$ cat config.mk
export PLATFORM = sky130hd
export DESIGN_NAME = alu_ex_core
export DESIGN_NICKNAME = d
export VERILOG_FILES = /design/src/rtl/alu_ex_pkg.sv /design/src/rtl/alu_ex_fast.sv /design/src/rtl/alu_ex_div.sv /design/src/rtl/alu_ex_core.sv
export SDC_FILE = /design/constraint.sdc
export NUM_CORES = 2
export LEC_CHECK = 0
export BUFFER_PORTS_ARGS = -buffer_cell sky130_fd_sc_hd__buf_4
export CORE_ASPECT_RATIO = 0.5
export CORE_MARGIN = 4
export CORE_UTILIZATION = 60
export CTS_BUF_LIST = sky130_fd_sc_hd__clkbuf_8
export CTS_CLUSTER_DIAMETER = 30
export DETAILED_ROUTE_END_ITERATION = 8
export GPL_TIMING_DRIVEN = 0
export PLACE_DENSITY = 0.77
export SLEW_MARGIN = 20
export SYNTH_ARGS = -nofsm -noshare
export SYNTH_HDL_FRONTEND = slang
export SYNTH_HIERARCHICAL = 1
export SYNTH_SLANG_ARGS = --single-unit
$ cat constraint.sdc
create_clock -name clk_i -period 4.4 [get_ports clk_i]
set_input_delay 0.44 -clock clk_i [delete_from_list [all_inputs] [get_ports clk_i]]
set_output_delay 0.44 -clock clk_i [all_outputs]
set_load 0.05 [all_outputs]
$ cat src/rtl/alu_ex_pkg.sv
package alu_ex_pkg;
  localparam int unsigned DW = 16;
  localparam int unsigned OPW = 5;
  localparam int unsigned CYW = 2;

  localparam logic [OPW-1:0] OP_MOVE  = 5'h01;
  localparam logic [OPW-1:0] OP_ADD   = 5'h02;
  localparam logic [OPW-1:0] OP_SUB   = 5'h03;
  localparam logic [OPW-1:0] OP_MULU  = 5'h04;
  localparam logic [OPW-1:0] OP_MULS  = 5'h05;
  localparam logic [OPW-1:0] OP_DIVU  = 5'h06;
  localparam logic [OPW-1:0] OP_DIVS  = 5'h07;
  localparam logic [OPW-1:0] OP_REMU  = 5'h08;
  localparam logic [OPW-1:0] OP_AND   = 5'h09;
  localparam logic [OPW-1:0] OP_OR    = 5'h0a;
  localparam logic [OPW-1:0] OP_XOR   = 5'h0b;
  localparam logic [OPW-1:0] OP_SRL   = 5'h0c;
  localparam logic [OPW-1:0] OP_SRA   = 5'h0d;
  localparam logic [OPW-1:0] OP_SLL   = 5'h0e;
  localparam logic [OPW-1:0] OP_T_ANY = 5'h10;
  localparam logic [OPW-1:0] OP_T_NON = 5'h11;
  localparam logic [OPW-1:0] OP_T_EQ  = 5'h12;
  localparam logic [OPW-1:0] OP_T_NE  = 5'h13;
  localparam logic [OPW-1:0] OP_T_GTU = 5'h14;
  localparam logic [OPW-1:0] OP_T_GTS = 5'h15;
  localparam logic [OPW-1:0] OP_T_LTU = 5'h16;
  localparam logic [OPW-1:0] OP_T_LTS = 5'h17;
  localparam logic [OPW-1:0] OP_ADDC  = 5'h1a;
  localparam logic [OPW-1:0] OP_SUBC  = 5'h1b;

  function automatic logic is_div(input logic [OPW-1:0] op);
    return (op == OP_DIVU) || (op == OP_DIVS) || (op == OP_REMU);
  endfunction

  function automatic logic is_test(input logic [OPW-1:0] op);
    return op[4:3] == 2'b10;
  endfunction

  function automatic logic is_plain(input logic [OPW-1:0] op);
    return (op == OP_MOVE) || (op == OP_AND) || (op == OP_OR) || (op == OP_XOR);
  endfunction
endpackage

$ cat src/rtl/alu_ex_fast.sv
module alu_ex_fast
  import alu_ex_pkg::*;
#(
  parameter int unsigned W = DW
) (
  input  logic [OPW-1:0] op_i,
  input  logic [W-1:0]   b_i,
  input  logic [W-1:0]   a_i,
  input  logic [W-1:0]   ex_i,
  output logic [W-1:0]   res_o,
  output logic [W-1:0]   ex_o,
  output logic           ex_we_o,
  output logic           cond_o,
  output logic [CYW-1:0] cyc_o
);
  localparam int unsigned W2 = 2 * W;
  localparam logic [W-1:0] EX_ONE = W'(1);
  localparam logic [W-1:0] EX_ALL = '1;

  logic [W:0]    add_s;
  logic [W+1:0]  adc_s;
  logic          sbc_neg;
  logic [W2-1:0] mul_u, mul_s, srl_v, sra_v, sll_v;
  logic          t_eq, t_gtu, t_gts, t_ltu, t_lts, t_any;

  assign add_s   = {1'b0, b_i} + {1'b0, a_i};
  assign adc_s   = {2'b00, b_i} + {2'b00, a_i} + {2'b00, ex_i};
  assign sbc_neg = ({1'b0, b_i} + {1'b0, ex_i}) < {1'b0, a_i};
  assign mul_u   = {{W{1'b0}}, b_i} * {{W{1'b0}}, a_i};
  assign mul_s   = {{W{b_i[W-1]}}, b_i} * {{W{a_i[W-1]}}, a_i};
  assign srl_v   = {b_i, {W{1'b0}}} >> a_i;
  assign sra_v   = W2'($signed({b_i, {W{1'b0}}}) >>> a_i);
  assign sll_v   = {{W{1'b0}}, b_i} << a_i;

  assign t_eq  = b_i == a_i;
  assign t_gtu = b_i > a_i;
  assign t_ltu = b_i < a_i;
  assign t_gts = $signed(b_i) > $signed(a_i);
  assign t_lts = $signed(b_i) < $signed(a_i);
  assign t_any = |(b_i & a_i);

  always_comb begin
    res_o   = b_i;
    ex_o    = '0;
    ex_we_o = 1'b0;
    cond_o  = 1'b1;
    cyc_o   = CYW'(1);
    unique case (op_i)
      OP_MOVE: res_o = a_i;
      OP_AND:  res_o = b_i & a_i;
      OP_OR:   res_o = b_i | a_i;
      OP_XOR:  res_o = b_i ^ a_i;
      OP_ADD: begin
        res_o = add_s[W-1:0]; ex_o = add_s[W] ? EX_ONE : '0;
        ex_we_o = 1'b1; cyc_o = CYW'(2);
      end
      OP_SUB: begin
        res_o = b_i - a_i; ex_o = t_ltu ? EX_ALL : '0;
        ex_we_o = 1'b1; cyc_o = CYW'(2);
      end
      OP_ADDC: begin
        res_o = adc_s[W-1:0]; ex_o = (|adc_s[W+1:W]) ? EX_ONE : '0;
        ex_we_o = 1'b1; cyc_o = CYW'(3);
      end
      OP_SUBC: begin
        res_o = b_i - a_i + ex_i; ex_o = sbc_neg ? EX_ALL : '0;
        ex_we_o = 1'b1; cyc_o = CYW'(3);
      end
      OP_MULU: begin
        res_o = mul_u[W-1:0]; ex_o = mul_u[W2-1:W];
        ex_we_o = 1'b1; cyc_o = CYW'(2);
      end
      OP_MULS: begin
        res_o = mul_s[W-1:0]; ex_o = mul_s[W2-1:W];
        ex_we_o = 1'b1; cyc_o = CYW'(2);
      end
      OP_SRL: begin
        res_o = srl_v[W2-1:W]; ex_o = srl_v[W-1:0];
        ex_we_o = 1'b1; cyc_o = CYW'(2);
      end
      OP_SRA: begin
        res_o = sra_v[W2-1:W]; ex_o = sra_v[W-1:0];
        ex_we_o = 1'b1; cyc_o = CYW'(2);
      end
      OP_SLL: begin
        res_o = sll_v[W-1:0]; ex_o = sll_v[W2-1:W];
        ex_we_o = 1'b1; cyc_o = CYW'(2);
      end
      OP_T_ANY, OP_T_NON, OP_T_EQ, OP_T_NE,
      OP_T_GTU, OP_T_GTS, OP_T_LTU, OP_T_LTS: begin
        unique case (op_i[2:0])
          3'd0: cond_o = t_any;
          3'd1: cond_o = !t_any;
          3'd2: cond_o = t_eq;
          3'd3: cond_o = !t_eq;
          3'd4: cond_o = t_gtu;
          3'd5: cond_o = t_gts;
          3'd6: cond_o = t_ltu;
          default: cond_o = t_lts;
        endcase
        cyc_o = cond_o ? CYW'(2) : CYW'(3);
      end
      default: ;
    endcase
  end
endmodule

$ cat src/rtl/alu_ex_div.sv
module alu_ex_div
  import alu_ex_pkg::*;
#(
  parameter int unsigned W = DW
) (
  input  logic         clk_i,
  input  logic         rst_ni,
  input  logic         start_i,
  input  logic         signed_i,
  input  logic         rem_i,
  input  logic [W-1:0] b_i,
  input  logic [W-1:0] a_i,
  output logic         busy_o,
  output logic         done_o,
  output logic [W-1:0] res_o,
  output logic [W-1:0] ex_o
);
  localparam int unsigned W2    = 2 * W;
  localparam int unsigned CNT_W = $clog2(W2 + 1);

  logic [W2-1:0]    dvd_q, quo_q;
  logic [W-1:0]     dsr_q, rem_q;
  logic [CNT_W-1:0] cnt_q;
  logic             busy_q, done_q, neg_q, zero_q, rem_mode_q;

  logic [W-1:0] mag_b, mag_a;
  logic [W:0]   rem_sh;
  logic         ge;
  logic [W-1:0] rem_n;

  assign mag_b  = (signed_i && b_i[W-1]) ? (~b_i + 1'b1) : b_i;
  assign mag_a  = (signed_i && a_i[W-1]) ? (~a_i + 1'b1) : a_i;
  assign rem_sh = {rem_q, dvd_q[W2-1]};
  assign ge     = rem_sh >= {1'b0, dsr_q};
  assign rem_n  = ge ? (rem_sh[W-1:0] - dsr_q) : rem_sh[W-1:0];

  always_ff @(posedge clk_i or negedge rst_ni) begin
    if (!rst_ni) begin
      dvd_q <= '0; quo_q <= '0; dsr_q <= '0; rem_q <= '0; cnt_q <= '0;
      busy_q <= 1'b0; done_q <= 1'b0; neg_q <= 1'b0; zero_q <= 1'b0;
      rem_mode_q <= 1'b0;
    end else begin
      done_q <= 1'b0;
      if (start_i && !busy_q) begin
        dvd_q      <= rem_i ? {{W{1'b0}}, mag_b} : {mag_b, {W{1'b0}}};
        dsr_q      <= mag_a;
        quo_q      <= '0;
        rem_q      <= '0;
        cnt_q      <= CNT_W'(W2);
        neg_q      <= signed_i && (b_i[W-1] ^ a_i[W-1]);
        zero_q     <= a_i == '0;
        rem_mode_q <= rem_i;
        busy_q     <= 1'b1;
      end else if (busy_q) begin
        dvd_q <= dvd_q << 1;
        rem_q <= rem_n;
        quo_q <= {quo_q[W2-2:0], ge};
        cnt_q <= cnt_q - 1'b1;
        if (cnt_q == CNT_W'(1)) begin
          busy_q <= 1'b0;
          done_q <= 1'b1;
        end
      end
    end
  end

  always_comb begin
    if (zero_q) begin
      res_o = '0;
      ex_o  = '0;
    end else if (rem_mode_q) begin
      res_o = rem_q;
      ex_o  = '0;
    end else if (neg_q) begin
      res_o = ~quo_q[W2-1:W] + 1'b1;
      ex_o  = ~quo_q[W-1:0] + 1'b1;
    end else begin
      res_o = quo_q[W2-1:W];
      ex_o  = quo_q[W-1:0];
    end
  end

  assign busy_o = busy_q;
  assign done_o = done_q;

  AST_DIV_DONE_PULSE: assert property (@(posedge clk_i) disable iff (!rst_ni)
    done_q |=> !done_q) else $error("divide done longer than one cycle");
  AST_DIV_BUSY_EXCL: assert property (@(posedge clk_i) disable iff (!rst_ni)
    !(busy_q && done_q)) else $error("divide busy and done together");
  AST_DIV_DROPS_START: assert property (@(posedge clk_i) disable iff (!rst_ni)
    (busy_q && start_i && cnt_q != CNT_W'(1)) |=> busy_q) else $error("restart during divide");
endmodule

$ cat src/rtl/alu_ex_core.sv
module alu_ex_core
  import alu_ex_pkg::*;
#(
  parameter int unsigned W = DW
) (
  input  logic           clk_i,
  input  logic           rst_ni,
  input  logic           start_i,
  input  logic [OPW-1:0] op_i,
  input  logic [W-1:0]   b_i,
  input  logic [W-1:0]   a_i,
  input  logic [W-1:0]   ex_i,
  output logic [W-1:0]   result_o,
  output logic [W-1:0]   ex_o,
  output logic           ex_we_o,
  output logic           cond_o,
  output logic [CYW-1:0] cycles_o,
  output logic           done_o
);
  logic [W-1:0]   f_res, f_ex, d_res, d_ex;
  logic           f_we, f_cond, d_busy, d_done, accept, go_div;
  logic [CYW-1:0] f_cyc;
  logic [OPW-1:0] op_q;
  logic [W-1:0]   a_q;

  assign accept = start_i && !d_busy && !d_done;
  assign go_div = accept && is_div(op_i);

  alu_ex_fast #(.W(W)) u_fast (
    .op_i(op_i), .b_i(b_i), .a_i(a_i), .ex_i(ex_i),
    .res_o(f_res), .ex_o(f_ex), .ex_we_o(f_we), .cond_o(f_cond), .cyc_o(f_cyc)
  );

  alu_ex_div #(.W(W)) u_div (
    .clk_i(clk_i), .rst_ni(rst_ni), .start_i(go_div),
    .signed_i(op_i == OP_DIVS), .rem_i(op_i == OP_REMU),
    .b_i(b_i), .a_i(a_i),
    .busy_o(d_busy), .done_o(d_done), .res_o(d_res), .ex_o(d_ex)
  );

  always_ff @(posedge clk_i or negedge rst_ni) begin
    if (!rst_ni) begin
      result_o <= '0; ex_o <= '0; ex_we_o <= 1'b0; cond_o <= 1'b1;
      cycles_o <= '0; done_o <= 1'b0; op_q <= '0; a_q <= '0;
    end else begin
      done_o <= 1'b0;
      if (accept) begin
        op_q <= op_i;
        a_q  <= a_i;
      end
      if (accept && !is_div(op_i)) begin
        result_o <= f_res;
        ex_o     <= f_ex;
        ex_we_o  <= f_we;
        cond_o   <= f_cond;
        cycles_o <= f_cyc;
        done_o   <= 1'b1;
      end else if (d_done) begin
        result_o <= d_res;
        ex_o     <= d_ex;
        ex_we_o  <= op_q != OP_REMU;
        cond_o   <= 1'b1;
        cycles_o <= CYW'(3);
        done_o   <= 1'b1;
      end
    end
  end

  AST_PLAIN_KEEPS_EX: assert property (@(posedge clk_i) disable iff (!rst_ni)
    (done_o && is_plain(op_q)) |-> !ex_we_o) else $error("plain op wrote EX");
  AST_TEST_COST: assert property (@(posedge clk_i) disable iff (!rst_ni)
    (done_o && is_test(op_q)) |-> (cycles_o == (cond_o ? CYW'(2) : CYW'(3))))
    else $error("test cost mismatch");
  AST_DIV_ZERO: assert property (@(posedge clk_i) disable iff (!rst_ni)
    (done_o && is_div(op_q) && a_q == '0) |-> (result_o == '0 && ex_o == '0))
    else $error("divide by zero not cleared");
  AST_CARRY_RANGE: assert property (@(posedge clk_i) disable iff (!rst_ni)
    (done_o && (op_q == OP_ADD || op_q == OP_ADDC)) |-> (ex_o == W'(0) || ex_o == W'(1)))
    else $error("carry EX out of range");
  AST_BORROW_RANGE: assert property (@(posedge clk_i) disable iff (!rst_ni)
    (done_o && (op_q == OP_SUB || op_q == OP_SUBC)) |-> (ex_o == '0 || ex_o == '1))
    else $error("borrow EX out of range");
endmodule

==> metrics, run 1 <==
Synth area leader fa_1; outcome stopped before the end; worst setup endpoint GRT ex_o[12]$_DFFE_PN0P_/D; row count 60; Chip Width 338.1 µm; I/O pin total 93; top cells by area, synth fa_1 24%, dfrtp_1 11%, ha_1 11%, inv_1 6.5%, nand2_1 4.9%; worst ep type sequential cell input; Syn Nets 4688; Stop Error [ERROR GRT-0232] Routing congestion too high. Check the congestion heatmap in the GUI.; largest net degree at the start of global routing 84; most frequent cell after synthesis inv_1; Congestion Overflow GR 104; Initial Util 60.75%; clock sink count 149; GP Congestion 1.146; htree depth 4; post-place instance area 0.03503 mm²; syn avg cell area 8.257 µm²; Netlist cell types 104; Last stage global routing; synthesized instance count 3960; Most used DFF post-synth dfrtp_1; Detailed Place HPWL 124.0 mm; Port-buffer cells 92; Post-synth top cells 562 x inv_1, 427 x nand2_1, 388 x fa_1, 372 x nor2_1, 284 x ha_1; ys async rst share 100.0%; TritonCTS buffer count 17; top cell type's share of synthesized area 23.76%; Cells after DPL 4768; EDFF count, synth 0; Die Ht 173.1 µm; gr usage total 73.04%; Yosys reg bits 149; Syn. warnings 6; Clock Path Buffers 2; Post-Syn Area 0.03270 mm²; sequential share of the synthesized area 11.41%; Root Buffer clkbuf_8
## kinds of logic after synthesis
| logic type | Yosys count | share of synthesized area [%] |
|---|---|---|
| and+or+nand+nor | 1175 | 16.26 |
| AOI/OAI and AO/OA | 865 | 17.60 |
| buffers and inverters | 772 | 9.230 |
| adders and majority gates | 672 | 34.62 |
| xor gates and xnor gates | 178 | 4.768 |
| muxes | 149 | 6.115 |
| DFF | 149 | 11.41 |
## through the flow
stage / setup WS, ns / hold WS [ns] / util [%]
CTS: -2.305 / 0.2627 / 71.91
detailed placement: -4.456 / 0.4315 / 65.08
global placement: -4.579 / 0.4615 / 64.93
floorplan: -2.157 / 0.1444 / -
## layer usage
layer  GRT overflow  global-route usage [%]
met5              0                   35.82
met4             46                   65.38
met3              1                   60.80
met2             55                   87.21
met1              2                   75.45
## what timing repair did
action                     4_1_cts
gates resized for setup        531
gates cloned                     2
hold endpoints to repair        66
setup buffers                  108
pin swaps                      149
setup endpoints to repair       33
hold buffers                     1
==> run 2: changes to the inputs <==
CORE_ASPECT_RATIO = default   (was 0.5)
CORE_UTILIZATION = 40   (was 60)
CTS_BUF_LIST = default   (was sky130_fd_sc_hd__clkbuf_8)
CTS_CLUSTER_DIAMETER = default   (was 30)
PLACE_DENSITY = default   (was 0.77)
PLACE_DENSITY_LB_ADDON = 0.15   (was default)
==> run 2 against run 1 <==
  * The flow now finishes, with violations (setup timing)
  * Area after synthesis unchanged
  * Synthesized cell count unchanged
==> metrics, run 2 <==
r2r startpoint u_div/busy_o$_DFF_PN0_; Clk Latency, worst-skew pair 0.44 ns; Startpoint Class input pin; Syn. warnings 6; fmax 151.2 MHz; flop2flop setup slack 0.38 ns; area grow syn2layout 25.03%; top cells by area, synth fa_1 24%, dfrtp_1 11%, ha_1 11%, inv_1 6.5%, nand2_1 4.9%; worst setup path startpoint a_i[2]; gr usage total 36.54%; Syn Nets 4688; most frequent CP cell fa_1; Slew @ Worst Pin 1.308 ns; Crit path max-delay family adder cells; top cell type's share of synthesized area 23.76%; Vias 32.46k; Chip Width 293.9 µm; final setup vio count 29; Fin. Hold Viols 0; Max Cap Viol 0; Worst Hold Endpoint op_q[1]$_DFFE_PN0P_; Final Slew Violations 0; failing checks setup timing; R2R Path End u_div/quo_q[2]$_DFFE_PN0P_; post-route ant nets 0; Port-buffer cells 92; Core ar. 0.08081 mm²; Synth area leader fa_1; Crit path largest cell delay 0.56 ns; layout cell share with drive strength beyond 1 21.19%; vias per cell 6.071; Pre-antenna DRT Iters 6; I/O pin total 93; GP Congestion 1.074; Period Utilization, post-route 150.3%; final setup margin -2.212 ns; largest net degree at the start of global routing 76; Bufs and invs on worst path 11; CP required 4.72 ns; DR iter-0 viols 3394; most frequent cells in the layout 509 x inv_1, 411 x nand2_1, 365 x fa_1; Netlist cell types 104; Final min period 6.612 ns; Post-Syn Area 0.03270 mm²; sequential share of the synthesized area 11.41%; DR WL/cell 30.07 µm; Root Buffer clkbuf_16; Final Util 50.59%; ys async rst share 100.0%; biggest regs u_div/dvd_q x32, u_div/quo_q x32; outcome finished, violations left; RSZ-0062 raised after global routing yes; synthesized instance count 3960; clock skew 0.01163 ns; full die area 0.08638 mm²; initial antenna violation count 6; first-pass GRT wire length 228.9 mm; syn avg cell area 8.257 µm²; Most used DFF post-synth dfrtp_1; worst hold path startpoint op_i[1]; most frequent cell after synthesis inv_1; Initial Util 40.46%; slowest stage cell, crit path fa_1; Detailed Place HPWL 124.5 mm; clock sink count 149; EDFF count, synth 0; R2R depth 8; Hold Path Depth 2; worst hold path class input pin to register; critical path endpoint category register; vias in the first global route 31.83k; Slew HR 12.09%; WS Path Type input pin to register; most common cell after layout, fill and taps aside inv_1; crit path DAT 6.93 ns; clock transition at the registers of the reported paths 0.06 ns; htree depth 4; Yosys reg bits 149; final WL 160.8 mm; TritonCTS buffer count 17; Congestion Overflow GR 0; Clock Path Buffers 2; Post-synth top cells 562 x inv_1, 427 x nand2_1, 388 x fa_1, 372 x nor2_1, 284 x ha_1; DRC 0; Die Ht 293.9 µm; CP Max Fanout 4; nets 5001; TritonCTS clock tree yes; row count 104
-- run 2: routing by layer --
layer / GRT usage (%) / share of wire, % / up-vias
met5: 0 / 0.0081 / -
met4: 21.39 / 7.8 / 2
met3: 7.789 / 9.6 / 455
met2: 55.59 / 43 / 1748
met1: 48.12 / 40 / 16202
li1: - / - / 14052
-- run 2: area by class of cell --
cell class / count / area (µm²)
inverter: 571 / 2336
tap: 1060 / 1326
timing repair buffer: 312 / 3032
multi-input combinational: 3039 / 27920
clock buffer: 18 / 439.2
antenna: 1 / 2.502
timing repair inverter: 1 / 8.758
buffer: 182 / 1914
fill: 7669 / 39930
sequential: 149 / 3730
clock inverter: 14 / 171.4
-- run 2: how the worst max path moves through the flow --
stage	endpoint	depth (start not counted)
finish	result_o[14]$_DFFE_PN0P_	26
global route	ex_o[13]$_DFFE_PN0P_	31
CTS	result_o[14]$_DFFE_PN0P_	23
detailed placement	result_o[14]$_DFFE_PN0P_	27
global placement	ex_o[14]$_DFFE_PN0P_	25
floorplan	ex_o[15]$_DFFE_PN0P_	26
-- run 2: cells by family (layout without fill, tap and decap cells) --
| kind of cell | after synthesis | after routing | share of synthesized area [%] |
|---|---|---|---|
| muxes | 149 | 149 | 6.115 |
| AOI/OAI and AO/OA | 865 | 865 | 17.60 |
| xor gates and xnor gates | 178 | 178 | 4.768 |
| adders and majority gates | 672 | 672 | 34.62 |
| and+or+nand+nor | 1175 | 1175 | 16.26 |
| buffers and inverters | 772 | 1098 | 9.230 |
| DFF | 149 | 149 | 11.41 |
| other | 0 | 1 | 0 |
-- run 2: timing repair --
item / CTS / global route
setup buffers: 134 / 82
resized for setup: 462 / 246
pin swaps: 110 / 161
endpoints found under the hold margin: 1 / 0
gates cloned: 2 / 2
endpoints found under the setup margin: 33 / 31
hold buffers: 1 / 0
-- run 2: per-stage QoR --
| stage | hold slack (ns) | setup WS, ns | instance area [µm²] | setup TNS, ns | std cells |
|---|---|---|---|---|---|
| after floorplan | 0.1444 | -2.157 | 33370 | -42.80 | 3960 |
| after global placement | 0.4564 | -4.503 | 35380 | -113.33 | 5112 |
| after detailed placement | 0.4640 | -4.346 | 35470 | -108.90 | 5114 |
| after CTS | 0.2954 | -2.238 | 39220 | -50.61 | 5270 |
| after global routing | 0.2968 | -2.270 | 40880 | -51.54 | 5346 |
| final | 0.3213 | -2.212 | 40880 | -48.48 | 5347 |
Power of run 2 is not shown: default switching activity piles up to over one toggle a cycle in this logic, so the estimate is an artifact.
